File: src/rtl/tanh_lut_pkg.sv
// Package: elaboration-time helpers for the segmented tanh approximator.
// All functions use real arithmetic and are evaluated only while parameters
// are resolved; none of them produces hardware.
package tanh_lut_pkg;

    // Scale factor 2^frac as a real number.
    function automatic real pow2r(input int frac);
        real s;
        s = 1.0;
        for (int k = 0; k < frac; k++) s = s * 2.0;
        return s;
    endfunction

    // Real value to nearest w-bit code (ties away from zero), saturated.
    function automatic longint to_code(input real v, input int frac, input int w);
        real    t;
        longint r;
        longint hi;
        longint lo;
        t  = v * pow2r(frac);
        r  = (t >= 0.0) ? longint'($rtoi(t + 0.5)) : -longint'($rtoi(0.5 - t));
        hi = (longint'(1) <<< (w - 1)) - 1;
        lo = -(longint'(1) <<< (w - 1));
        if (r > hi) r = hi;
        if (r < lo) r = lo;
        return r;
    endfunction

    // Hyperbolic tangent from the exponential.
    function automatic real tanh_r(input real v);
        real e;
        if (v > 40.0)  return 1.0;
        if (v < -40.0) return -1.0;
        e = $exp(2.0 * v);
        return (e - 1.0) / (e + 1.0);
    endfunction

    // Real position of edge k out of n evenly spaced segments.
    function automatic real edge_r(input real lo, input real hi, input int n, input int k);
        return lo + (hi - lo) * real'(k) / real'(n);
    endfunction

    // Quantized edge k.
    function automatic longint edge_code(input real lo, input real hi, input int n,
                                         input int k, input int frac, input int w);
        return to_code(edge_r(lo, hi, n, k), frac, w);
    endfunction

    // Quantized output constant of segment k: tanh of its unquantized lower edge.
    function automatic longint seg_code(input real lo, input real hi, input int n,
                                        input int k, input int frac, input int w);
        return to_code(tanh_r(edge_r(lo, hi, n, k)), frac, w);
    endfunction

endpackage

File: src/rtl/tanh_edge_cmp.sv
// Edge comparator bank. Compares the input against the interior edges
// 1..N_SEG-1 and produces a thermometer code: above_o[k] = (x > edge k).
// Bit 0 is tied high, because any input at or below edge 0 clamps to
// segment 0. Assumes the edges rise with k (RNG_HI > RNG_LO).
module tanh_edge_cmp
    import tanh_lut_pkg::*;
#(
    parameter int  W      = 16,
    parameter int  FRAC_W = 8,
    parameter int  N_SEG  = 16,
    parameter real RNG_LO = 0.0,
    parameter real RNG_HI = 5.0
) (
    input  logic                clk,
    input  logic                rst_n,
    input  logic signed [W-1:0] x_i,
    output logic [N_SEG-1:0]    above_o
);

    // Lowest segment is always reachable (clamp from below).
    assign above_o[0] = 1'b1;

    for (genvar k = 1; k < N_SEG; k++) begin : g_edge
        localparam logic signed [W-1:0] EDGE_Q = W'(edge_code(RNG_LO, RNG_HI, N_SEG, k, FRAC_W, W));
        // Strict compare: an input equal to the edge stays in the lower segment.
        assign above_o[k] = (x_i > EDGE_Q);
    end

    // Thermometer ordering: passing a higher edge implies passing every lower one.
    for (genvar k = 1; k + 1 < N_SEG; k++) begin : g_chk

        therm_order_chk: assert property (@(posedge clk) disable iff (!rst_n)
            above_o[k+1] |-> above_o[k]);
    end

endmodule

File: src/rtl/tanh_seg_select.sv
// Segment decoder. Turns the thermometer code from the comparator bank into
// a one-hot segment select. The top segment is chosen whenever its lower edge
// is passed, which also covers the clamp for inputs above the last edge.
module tanh_seg_select #(
    parameter int N_SEG = 16
) (
    input  logic             clk,
    input  logic             rst_n,
    input  logic [N_SEG-1:0] above_i,
    output logic [N_SEG-1:0] sel_o
);

    for (genvar k = 0; k < N_SEG; k++) begin : g_sel
        if (k == N_SEG - 1) begin : g_top
            // Top segment: no upper edge to test.
            assign sel_o[k] = above_i[k];
        end else begin : g_mid
            // Inside segment k: past edge k but not past edge k+1.
            assign sel_o[k] = above_i[k] & ~above_i[k+1];
        end
    end


    sel_onehot_chk: assert property (@(posedge clk) disable iff (!rst_n)
        $countones(sel_o) == 1);

endmodule

File: src/rtl/tanh_seg_rom.sv
// Constant table. Holds the quantized tanh constant of each segment and
// returns the one picked by the one-hot select with an AND-OR tree.
// Assumes sel_i is one-hot.
module tanh_seg_rom
    import tanh_lut_pkg::*;
#(
    parameter int  W      = 16,
    parameter int  FRAC_W = 8,
    parameter int  N_SEG  = 16,
    parameter real RNG_LO = 0.0,
    parameter real RNG_HI = 5.0
) (
    input  logic [N_SEG-1:0]    sel_i,
    output logic signed [W-1:0] y_o
);

    logic [W-1:0] term [N_SEG];

    for (genvar k = 0; k < N_SEG; k++) begin : g_val
        localparam logic [W-1:0] VAL_Q = W'(seg_code(RNG_LO, RNG_HI, N_SEG, k, FRAC_W, W));
        // Gate the constant of segment k with its select bit.
        assign term[k] = sel_i[k] ? VAL_Q : '0;
    end

    // OR-reduce the gated constants into the output word.
    always_comb begin
        logic [W-1:0] acc;
        acc = '0;
        for (int k = 0; k < N_SEG; k++) acc = acc | term[k];
        y_o = signed'(acc);
    end

endmodule

File: src/rtl/tanh_out_stage.sv
// Output stage. With PIPE_EN = 0 it is a wire; with PIPE_EN = 1 it is one
// register with synchronous active-low reset to zero.
module tanh_out_stage #(
    parameter int W       = 16,
    parameter bit PIPE_EN = 1'b0
) (
    input  logic                clk,
    input  logic                rst_n,
    input  logic signed [W-1:0] d_i,
    output logic signed [W-1:0] q_o
);

    if (PIPE_EN) begin : g_reg
        // Register the looked-up value; reset clears it.
        always_ff @(posedge clk) begin
            if (!rst_n) q_o <= '0;
            else        q_o <= d_i;
        end


        reg_latency_chk: assert property (@(posedge clk) disable iff (!rst_n)
            $past(rst_n) |-> q_o == $past(d_i));
    end else begin : g_wire
        // Pass straight through.
        assign q_o = d_i;
    end

endmodule

File: src/rtl/tanh_seg_lut.sv
// Top: piecewise-constant tanh approximation over N_SEG evenly spaced
// segments of [RNG_LO, RNG_HI]. The input is compared with elaboration-time
// edge constants, the matching segment's constant is selected and optionally
// registered. Assumes RNG_HI > RNG_LO, N_SEG >= 1 and INT_W >= 2, so that
// +/-1.0 fits the output format.
module tanh_seg_lut
    import tanh_lut_pkg::*;
#(
    parameter int  INT_W   = 8,
    parameter int  FRAC_W  = 8,
    parameter int  N_SEG   = 16,
    parameter real RNG_LO  = 0.0,
    parameter real RNG_HI  = 5.0,
    parameter bit  PIPE_EN = 1'b0
) (
    input  logic                       clk,
    input  logic                       rst_n,
    input  logic signed [INT_W+FRAC_W-1:0] x_i,
    output logic signed [INT_W+FRAC_W-1:0] y_o
);

    localparam int W = INT_W + FRAC_W;
    localparam logic signed [W-1:0] EDGE_LO_Q = W'(edge_code(RNG_LO, RNG_HI, N_SEG, 0, FRAC_W, W));
    localparam logic signed [W-1:0] EDGE_HI_Q = W'(edge_code(RNG_LO, RNG_HI, N_SEG, N_SEG, FRAC_W, W));
    localparam logic signed [W-1:0] VAL_FIRST = W'(seg_code(RNG_LO, RNG_HI, N_SEG, 0, FRAC_W, W));
    localparam logic signed [W-1:0] VAL_LAST  = W'(seg_code(RNG_LO, RNG_HI, N_SEG, N_SEG - 1, FRAC_W, W));

    logic [N_SEG-1:0]    above;
    logic [N_SEG-1:0]    sel;
    logic signed [W-1:0] y_comb;

    tanh_edge_cmp #(
        .W(W), .FRAC_W(FRAC_W), .N_SEG(N_SEG), .RNG_LO(RNG_LO), .RNG_HI(RNG_HI)
    ) i_cmp (
        .clk(clk), .rst_n(rst_n), .x_i(x_i), .above_o(above)
    );

    tanh_seg_select #(
        .N_SEG(N_SEG)
    ) i_sel (
        .clk(clk), .rst_n(rst_n), .above_i(above), .sel_o(sel)
    );

    tanh_seg_rom #(
        .W(W), .FRAC_W(FRAC_W), .N_SEG(N_SEG), .RNG_LO(RNG_LO), .RNG_HI(RNG_HI)
    ) i_rom (
        .sel_i(sel), .y_o(y_comb)
    );

    tanh_out_stage #(
        .W(W), .PIPE_EN(PIPE_EN)
    ) i_out (
        .clk(clk), .rst_n(rst_n), .d_i(y_comb), .q_o(y_o)
    );


    clamp_low_chk: assert property (@(posedge clk) disable iff (!rst_n)
        (x_i <= EDGE_LO_Q) |-> (y_comb == VAL_FIRST));


    clamp_high_chk: assert property (@(posedge clk) disable iff (!rst_n)
        (x_i > EDGE_HI_Q) |-> (y_comb == VAL_LAST));

endmodule

File: config.mk
export PLATFORM = sky130hd
export DESIGN_NAME = tanh_seg_lut
export DESIGN_NICKNAME = d
export VERILOG_FILES = /design/src/rtl/tanh_lut_pkg.sv /design/src/rtl/tanh_edge_cmp.sv /design/src/rtl/tanh_seg_select.sv /design/src/rtl/tanh_seg_rom.sv /design/src/rtl/tanh_out_stage.sv /design/src/rtl/tanh_seg_lut.sv
export SDC_FILE = /design/constraint.sdc
export NUM_CORES = 1
export LEC_CHECK = 0
export BUFFER_PORTS_ARGS = -buffer_cell sky130_fd_sc_hd__clkbuf_2
export CORE_AREA = 8 8 50 52
export DETAILED_ROUTE_END_ITERATION = 16
export DIE_AREA = 0 0 58 60
export GPL_TIMING_DRIVEN = 0
export PLACE_DENSITY = 0.76
export SKIP_LAST_GASP = 1
export SLEW_MARGIN = 10
export SYNTH_ARGS = -nofsm -noshare
export SYNTH_HDL_FRONTEND = slang
export SYNTH_SLANG_ARGS = --single-unit
File: constraint.sdc
create_clock -name vclk -period 1.6
set_input_delay 0.08 -clock vclk [all_inputs]
set_output_delay 0.08 -clock vclk [all_outputs]
set_load 0.02 [all_outputs]
**Yosys cells after proc, flatten, opt, wreduce, memory -nomap -nowiden**

Index checks and enable logic that the tools add are counted.

- Flip-flop bits (word level): 0
- Output and inout bits: 16
- Word-level logic and storage cells: 72

- $lt $le $gt $ge: 15
- Multiplexer cells: 15
- Bitwise logic cells: 42

Operators by type and width:

| kind | number |
|---|---|
| $or 16x16->16 | 13 |
| $gt 16x11->1 const B | 6 |
| $mux 8 | 10 |
| $gt 16x10->1 const B | 3 |
| $gt 16x12->1 const B | 3 |
| $mux 9 | 4 |
| $gt 16x9->1 const B | 2 |
| $gt 16x8->1 const B | 1 |
| $or 16x9->16 | 1 |
| $and 1x1->1 | 14 |
| $not 1->1 | 14 |
| $mux 7 | 1 |

**Depth between registers and ports, before layout**

Gate-level depths: netlist (run 1).

- Depth in word-level cells: 18
- Depth in mapped cells: 7
- Depth with buffers taken out: 5

**Cells and area by module**

From an unflattened synthesis (run 1), not the netlist that was laid out.

- Cell total of the unflattened synthesis: 138
- Area, all modules: 894.6 um^2

By module, submodules not included:

| module | instances | cells an instance | area each (um^2) |
|---|---|---|---|
| tanh_edge_cmp | 1 | 78 | 467.9 |
| tanh_seg_rom | 1 | 28 | 170.2 |
| tanh_seg_select | 1 | 16 | 136.4 |
| tanh_out_stage | 1 | 16 | 120.1 |

**Least setup slack after synthesis (run 1)**

No wires, ideal clock.

- Kind: input -> output
- From: in x_i[1]
- To: out y_o[3]
- Arrival time: 1678 ps
- Data required time: 1520 ps
- Path slack: -158 ps
- Stages on the path: 6
- Buffers on the path: 1
- Path through: or4_4 > buf_6 > o311a_4 > and4b_4 > a211oi_4 > nand3_1

- Cells in the longest elaborated chain, start to end: 18
- Elaborated cells between the ends (all ways): 56
- Classes of those cells: order compare (12); mux (10); bitwise (34)

RTL lines:

| element | line | source |
|---|---|---|
| start: declaration | tanh_seg_lut.sv:18 | `input logic signed [INT_W+FRAC_W-1:0] x_i,` |
| $gt 16x9->1 | tanh_edge_cmp.sv:26 | `assign above_o[k] = (x_i > EDGE_Q);` |
| $not 1->1 | tanh_seg_select.sv:19 | `assign sel_o[k] = above_i[k] & ~above_i[k+1];` |
| $and 1x1->1 | tanh_seg_select.sv:19 |  |
| $mux 7 / $mux 8 (equally long branches) | tanh_seg_rom.sv:22 | `assign term[k] = sel_i[k] ? VAL_Q : '0;` |
| $or 16x16->16 (9 in series) | tanh_seg_rom.sv:29 | `for (int k = 0; k < N_SEG; k++) acc = acc \| term[k];` |
| $or 16x16->16 (*) (4 in series) | tanh_seg_rom.sv:29 |  |
| $or 16x9->16 (*) | tanh_seg_rom.sv:29 |  |
| end: declaration | tanh_seg_lut.sv:19 | `output logic signed [INT_W+FRAC_W-1:0] y_o` |

Mark *: on every way between the ends. The rest lies on a longest branch, timed or not.

**Worst setup path in the final report (run 1)**

- From: in x_i[3]
- To: out y_o[3]

Same word-level chain as after synthesis.

==> results of run 1 <==
==> per-layer routing <==
layer,vias to the layer above,share of wire (%),GRT usage [%]
li1,481,-,-
met1,521,37,14.2
met2,63,53,28.2
met3,16,7.2,3.44
met4,0,2.9,6.64
met5,-,0,0
==> metrics by stage <==
stage                     power, W  setup TNS (ps)  util (%)  hold WS (ps)  setup slack (ps)
final                     0.000218           -2410      69.0           498              -351
after global routing      0.000231           -2770      69.0           527              -395
after CTS                 0.000187           -2320      60.6           506              -354
after detailed placement  0.000157           -4840      51.0           484              -716
after global placement    0.000153           -4170      51.0           473              -572
after floorplan           0.000108            -888         -           240              -152
==> cells by family (layout without fill, tap and decap cells) <==
family                 Yosys count  after routing  synth area share, %
other                            1              7                0.518
buffers and inverters           17             48                 13.6
AND/OR/NAND/NOR                 67             67                 57.2
AO/OA/AOI/OAI                   23             23                 28.7
==> worst min-delay path, cell delays in order <==
cell,delay [ps]
clkbuf_2,130
nor2_1,60
clkbuf_2,150
==> synthesized netlist by cell type (all sizes together) (2+ instances only) <==
cell type,n,area (um^2)
a211oi,4,47.5
a21oi,4,20.0
a41oi,2,17.5
and2,2,12.5
and3,2,12.5
and4b,2,27.5
buf,9,68.8
clkbuf,5,18.8
inv,3,11.3
nand2,6,22.5
nand2b,4,25.0
nand3,9,45.0
nand3b,2,15.0
nand4,3,18.8
nor2,12,45.0
nor2b,3,18.8
nor3,4,20.0
nor4,11,93.8
o21ai,3,15.0
o32ai,2,25.0
or4,2,18.8
==> final cells by class <==
cell class / count / share of cell area, %
Tap cell: 18 / 1.81
Multi-Input combinational cell: 97 / 70.4
Timing Repair Buffer: 32 / 20.3
Buffer: 13 / 6.55
Inverter: 3 / 0.906
==> what timing repair did <==
action / CTS / global route
pin swaps: 8 / 13
resized for setup: 26 / 37
setup buffers: 6 / 2
endpoints found under the setup margin: 9 / 9
==> how the worst min path moves through the flow <==
stage	end	start	slack [ps]
finish	y_o[8]	x_i[15]	500
detailed placement	y_o[8]	x_i[15]	480
CTS	y_o[8]	x_i[15]	510
global placement	y_o[8]	x_i[15]	470
floorplan	y_o[8]	x_i[15]	240
global route	y_o[8]	x_i[15]	530
==> layout by cell type (no fill, tap or decap), types with 3 or more instances in the layout <==
| cell | n |
|---|---|
| nand2b_1 | 4 |
| nor2_1 | 10 |
| nor3_1 | 3 |
| conb_1 | 7 |
| nand4_1 | 3 |
| nand2_1 | 5 |
| nand3_1 | 6 |
| nor2b_1 | 3 |
| buf_4 | 13 |
| nor4_4 | 8 |
| clkbuf_2 | 19 |
| nand3_2 | 3 |
| inv_1 | 3 |
| buf_6 | 8 |
==> power breakdown <==
group | total, W | internal [W] | switching (W) | leakage [nW]
Combinational | 0.000218 | 0.0000835 | 0.000134 | 0.509
Clock | 0 | 0 | 0 | 0
Sequential | 0 | 0 | 0 | 0
==> results.json, run 1 <==
{
  "grtUsageTotal_pct": 14.6,
  "peakVddDrop_v": 0.000105,
  "multi_input_area_um2": 875,
  "final_layout_size_suffix_gt1_share_pct": 54.5,
  "setup_viol": 8,
  "critPathLaunchType": "input pin",
  "die_y_um": 60,
  "cp_num_cells": 7,
  "rows": 16,
  "finalHoldViolCount": 0,
  "worst_slew_pin_slew_ps": 627,
  "slew_violations": 0,
  "die_w_um": 58,
  "wl_um": 3100,
  "place_inst": 156,
  "crit_start": "x_i[3]",
  "synth.cell_area_um2": 724,
  "slew_headroom_pct": 57.9,
  "finalWorstSetupSlack_ps": -351,
  "cp_num_buf_inv": 2,
  "coreArea_um2": 1800,
  "firstDrtPassIters": 4,
  "max_stage_delay_ps": 600,
  "critical_path_arrival_ps": 1870,
  "wl_per_cell_um": 19.0,
  "ys_types": 42,
  "whs_path_depth": 3,
  "port_buffers": 24,
  "dp_hpwl_um": 1950,
  "drv_cap": 0,
  "die_area_um2": 3480,
  "cp_top_family": "simple AND/OR/NAND/NOR gates",
  "ys_seq_area_share_pct": 0,
  "flops_and_latches": 0,
  "grt_pass1_vias": 1006,
  "cts_hold_buf": 0,
  "yosys_warnings": 0,
  "num_antenna_cells": 0,
  "violations": "negative setup slack",
  "min_path_type": "in2out",
  "crit_type": "in2out",
  "status": "finished, violations left",
  "fin_crit_ps": 1950,
  "rsz0062_at_grt": "yes",
  "ant_nets": 0,
  "ff_latch_area_um2": 0,
  "drc_errors": 0,
  "max_freq_ghz": 0.513,
  "synthToLayoutAreaGrowth_pct": 71.5,
  "avgSynthCellArea_um2": 6.71,
  "drtIter0Drc": 46,
  "design_area_um2": 1240,
  "period_share_pct": 122,
  "grt_max_degree": 11,
  "grt_pass1_wl_um": 4300,
  "path_cells": "buf_8 > or4_4 > o311a_4 > and4b_4 > a211oi_4 > nand3_2 > clkbuf_8",
  "stdcell_count": 163,
  "overflow": 0,
  "initial_core_util_pct": 40.2,
  "end_kind": "output port",
  "nClkBuffers": 0,
  "critPathSlowestCell": "or4_4",
  "p_per_area_nw_per_um2": 175,
  "place_area_um2": 918,
  "grt_antenna_before_repair": 0,
  "gp_congestion": 0.911,
  "nFillCells": 127,
  "syn_inst": 108,
  "p_leak_nw": 0.509,
  "io_pins": 34,
  "vias": 1081,
  "required_ps": 1520,
  "viasPerCell": 6.63,
  "endpoint": "y_o[3]",
  "nets": 165,
  "worstPathMaxFanout": 6
}
No activity file was read; power rests on OpenSTA's default activity.
==> run 2: changes to the inputs <==
--- a/config.mk
+++ b/config.mk
@@ -6,11 +6,13 @@
 export NUM_CORES = 1
 export LEC_CHECK = 0
 export BUFFER_PORTS_ARGS = -buffer_cell sky130_fd_sc_hd__clkbuf_2
-export CORE_AREA = 8 8 50 52
+export CELL_PAD_IN_SITES_DETAIL_PLACEMENT = 1
+export CELL_PAD_IN_SITES_GLOBAL_PLACEMENT = 2
+export CORE_AREA = 8 8 66 68
 export DETAILED_ROUTE_END_ITERATION = 16
-export DIE_AREA = 0 0 58 60
+export DIE_AREA = 0 0 74 76
 export GPL_TIMING_DRIVEN = 0
-export PLACE_DENSITY = 0.76
+export PLACE_DENSITY_LB_ADDON = 0.1
 export SKIP_LAST_GASP = 1
 export SLEW_MARGIN = 10
 export SYNTH_ARGS = -nofsm -noshare
==> run 2 against run 1 <==
Effect of this change: the flow still finishes with violations (negative setup slack); via count down 11%; non-clock buffer count up 2; fmax down 1.8%; flip-flop and latch count unchanged; total power down 7.5%; first-iteration DRC count down 13%; global-route usage down 4.4 points; cell area down 3.7%; critical path type unchanged.
==> results.json, run 2 (synthesis gave the netlist of run 1 again) <==
{
  "status": "finished, violations left",
  "violations": "negative setup slack",
  "pre_cts_slack_ps": -836,
  "setup_viol": 8,
  "fin_crit_ps": 1990,
  "drtIter0Drc": 40,
  "synthToLayoutAreaGrowth_pct": 65.1,
  "grt_pass1_vias": 1025,
  "place_inst": 186,
  "finalWorstSetupSlack_ps": -386,
  "max_freq_ghz": 0.503,
  "critPathLaunchType": "input pin",
  "die_area_um2": 5620,
  "firstDrtPassIters": 3,
  "rsz0062_at_grt": "yes",
  "grt_antenna_before_repair": 0,
  "p_leak_nw": 0.500,
  "period_share_pct": 124,
  "worstPathMaxFanout": 7,
  "num_antenna_cells": 0,
  "min_path_type": "in2out",
  "nClkBuffers": 0,
  "internal-power_w": 0.0000804,
  "ff_latch_area_um2": 0,
  "vias": 959,
  "die_w_um": 74,
  "final_layout_size_suffix_gt1_share_pct": 55.1,
  "clkPwrFrac_pct": 0,
  "wl_per_cell_um": 15.2,
  "power.switching_w": 0.000121,
  "rows": 22,
  "stdcell_count": 195,
  "port_buffers": 24,
  "required_ps": 1520,
  "peakVddDrop_v": 0.0000759,
  "end_kind": "output port",
  "dp_hpwl_um": 2350,
  "nets": 167,
  "grt_max_degree": 11,
  "ant_nets": 0,
  "overflow": 0,
  "swShare_pct": 60.1,
  "io_pins": 34,
  "p_per_area_nw_per_um2": 168,
  "drc_errors": 0,
  "gp_congestion": 0.825,
  "finalHoldViolCount": 0,
  "crit_type": "in2out",
  "grt_pass1_wl_um": 4890,
  "slew_violations": 0,
  "viasPerCell": 4.92,
  "wl_um": 2960,
  "fin_tns_setup_ps": -2420,
  "power_frac_seq_pct": 0,
  "drv_cap": 0,
  "die_y_um": 76,
  "initial_core_util_pct": 21.1,
  "p_comb_share_pct": 100.0,
  "holdWs_ps": 512,
  "grtUsageTotal_pct": 10.1,
  "final_common_cell": "clkbuf_2",
  "p_total_w": 0.000201,
  "flops_and_latches": 0,
  "final_cell_mix": "clkbuf_2 (20), buf_4 (17), nor2_1 (10)",
  "coreArea_um2": 3440,
  "cts_hold_buf": 0,
  "critical_path_arrival_ps": 1910
}
run 2: repair_timing:
| action | CTS | global route |
|---|---|---|
| pin swaps | 7 | 7 |
| endpoints found under the setup margin | 9 | 9 |
| resized for setup | 13 | 33 |
| setup buffers | 6 | 4 |
run 2: through the flow:
| step | area (um^2) | util (%) |
|---|---|---|
| after floorplan | 776 | - |
| after CTS | 1060 | 30.8 |
| after detailed placement | 956 | 27.8 |
| after global routing | 1200 | 34.8 |
| after global placement | 956 | 27.8 |
| final | 1200 | 34.8 |
run 2: layout make-up:
type / instances / area (um^2)
repair buffers: 34 / 236
plain buffers: 13 / 83.8
well taps: 48 / 60.1
inverters: 3 / 11.3
fillers: 448 / 2240
multi-input cells: 97 / 805
run 2: power groups by stage:
stage               sequential [W]  clock, W  combinational, W
floorplan                        0         0          0.000108
global placement                 0         0          0.000162
detailed placement               0         0          0.000162
CTS                              0         0          0.000179
global route                     0         0          0.000220
finish                           0         0          0.000201
run 2: critical path: stages:
cell and delay [ps]:
buf_8 90, or4_4 590, o311a_4 350, and4b_4 200
a211oi_4 300, nand3_2 120, clkbuf_8 170
run 2: per-layer routing:
layer  GRT usage (%)  share of wire [%]  up-vias
met4           0.800                  0        0
met5               0                  0        -
li1                -                  -      484
met1            12.6                 43      461
met2            18.4                 54       14
met3           0.921                3.1        0
run 2: final timing paths:
path              cells after the start  endpoint  startpoint  slack (ps)
setup / recovery                      7    y_o[3]      x_i[3]        -390
hold / removal                        3    y_o[8]     x_i[15]         510
==> run 3: changes to the inputs <==
--- a/config.mk
+++ b/config.mk
@@ -5,12 +5,13 @@
 export SDC_FILE = /design/constraint.sdc
 export NUM_CORES = 1
 export LEC_CHECK = 0
+export ABC_AREA = 1
 export BUFFER_PORTS_ARGS = -buffer_cell sky130_fd_sc_hd__clkbuf_2
 export CELL_PAD_IN_SITES_DETAIL_PLACEMENT = 1
 export CELL_PAD_IN_SITES_GLOBAL_PLACEMENT = 2
-export CORE_AREA = 8 8 66 68
+export CORE_AREA = 8 8 75 77
 export DETAILED_ROUTE_END_ITERATION = 16
-export DIE_AREA = 0 0 74 76
+export DIE_AREA = 0 0 83 85
 export GPL_TIMING_DRIVEN = 0
 export PLACE_DENSITY_LB_ADDON = 0.1
 export SKIP_LAST_GASP = 1
==> run 3 against run 2 <==
Effect of this change: the run now ends clean; flip-flop and latch count did not move; setup slack improved by 420 ps; hold slack improved by 220 ps; final cell count rose by 46%; routed wire length rose by 22%; critical path type unchanged; largest cell class unchanged; highest routed layer unchanged.
==> results.json, run 3 <==
{
  "critPathSlowestCell": "nor2_4",
  "synthToLayoutAreaGrowth_pct": 54.1,
  "final_cell_mix": "nand2_1 (45), nor2_1 (26), nor2_2 (20)",
  "initial_core_util_pct": 20.1,
  "peakVddDrop_v": 0.0000766,
  "viasPerCell": 4.29,
  "nFillCells": 621,
  "final_layout_size_suffix_gt1_share_pct": 46.1,
  "port_buffers": 23,
  "required_ps": 1520,
  "synth_area_leaders": "nand2_1 (24%), nor2_1 (19%), nand3_1 (12%), inv_1 (8.2%), buf_4 (7.4%)",
  "yosys_warnings": 0,
  "grtUsageTotal_pct": 9.71,
  "grt_antenna_before_repair": 0,
  "gp_congestion": 0.825,
  "path_cells": "buf_2 > nor2_4 > nand2_8 > nor2_4 > nand2_2 > nand2_1 > nor2_1 > nand2_1 > nand2_1 > nor2_2 > nand3_2 > buf_6",
  "period_share_pct": 98.0,
  "io_pins": 34,
  "fin_tns_setup_ps": 0,
  "ant_nets": 0,
  "status": "finished clean",
  "grt_pass1_wl_um": 6090,
  "fin_crit_ps": 1570,
  "cts_hold_buf": 0,
  "worstPathMaxFanout": 8,
  "cp_num_buf_inv": 2,
  "synth_common_cells": "nand2_1 (59), nor2_1 (45), nand3_1 (22), inv_1 (20), buf_4 (9)",
  "setup_viol": 0,
  "coreArea_um2": 4540,
  "path_common_cell": "nand2_1",
  "drtIter0Drc": 27,
  "synth_most_common_cell": "nand2_1",
  "rsz0062_at_grt": "yes",
  "die_area_um2": 7060,
  "die_y_um": 85,
  "ys_types": 20,
  "syn_inst": 195,
  "avgSynthCellArea_um2": 4.67,
  "grt_max_degree": 11,
  "die_w_um": 83,
  "flops_and_latches": 0,
  "cp_top_family": "simple AND/OR/NAND/NOR gates",
  "critical_path_arrival_ps": 1490,
  "utilization_pct": 31.0,
  "overflow": 0,
  "grt_pass1_vias": 1336,
  "firstDrtPassIters": 4,
  "num_antenna_cells": 0,
  "slew_violations": 0,
  "nets": 250,
  "max_freq_ghz": 0.638,
  "end_kind": "output port",
  "final_common_cell": "nand2_1",
  "rows": 25,
  "crit_type": "in2out",
  "nClkBuffers": 0,
  "yosys.area.top_type_share_pct": 24.3,
  "vias": 1218,
  "p_per_area_nw_per_um2": 235,
  "synth.cell_area_um2": 911,
  "finalHoldViolCount": 0,
  "ys_seq_area_share_pct": 0,
  "ff_latch_area_um2": 0,
  "max_stage_delay_ps": 190,
  "p_total_w": 0.000330,
  "drc_errors": 0,
  "yosysTopAreaCell": "nand2_1",
  "p_leak_nw": 0.684,
  "wl_um": 3610,
  "wl_per_cell_um": 12.7,
  "dp_hpwl_um": 3080,
  "drv_cap": 0,
  "min_path_type": "in2out",
  "critPathLaunchType": "input pin"
}
[run 3: timing repair]
action	in CTS	in global routing
pin swaps	1	24
resized for setup	3	81
setup buffers	0	6
gates cloned	0	0
endpoints found under the hold margin	0	0
setup endpoints to repair	7	7
[run 3: cell families after synthesis]
| group | synth area share, % |
|---|---|
| compound gates | 3.85 |
| buf+inv | 18.7 |
| other cells | 0.412 |
| simple gates | 77.1 |
[run 3: final cells by class]
| class | count | area (um^2) | area share [%] |
|---|---|---|---|
| Inverter | 27 | 103 | 7.31 |
| Timing Repair Buffer | 29 | 219 | 15.6 |
| Tap cell | 54 | 67.6 | 4.81 |
| Multi-Input combinational cell | 165 | 947 | 67.5 |
| Buffer | 9 | 67.6 | 4.81 |
[run 3: stage by stage]
| step | setup WS (ps) | hold WS, ps | std cells | instance area (um^2) |
|---|---|---|---|---|
| floorplan | 369 | 467 | 201 | 933 |
| CTS | 6.09 | 777 | 278 | 1130 |
| detailed placement | -69.2 | 777 | 278 | 1120 |
| global route | -85.6 | 805 | 284 | 1400 |
| global placement | -25.6 | 770 | 278 | 1120 |
| finish | 32.5 | 730 | 284 | 1400 |
[run 3: path summary, 6_finish.rpt]
path,startpoint,endpoint,depth (start not counted)
setup / recovery,x_i[12],y_o[6],12
hold / removal,x_i[15],y_o[2],7
[run 3: where the power goes]
| group | internal [W] | switching, W | total, W |
|---|---|---|---|
| clock | 0 | 0 | 0 |
| combinational | 0.000122 | 0.000209 | 0.000330 |
| sequential | 0 | 0 | 0 |
[run 3: routing by layer]
layer | vias to the layer above | GRT usage [%] | share of wire, %
met3 | 0 | 1.34 | 3.0
met5 | - | 0 | 0
li1 | 656 | - | -
met2 | 16 | 17.0 | 49
met4 | 0 | 0.160 | 0
met1 | 546 | 12.8 | 48
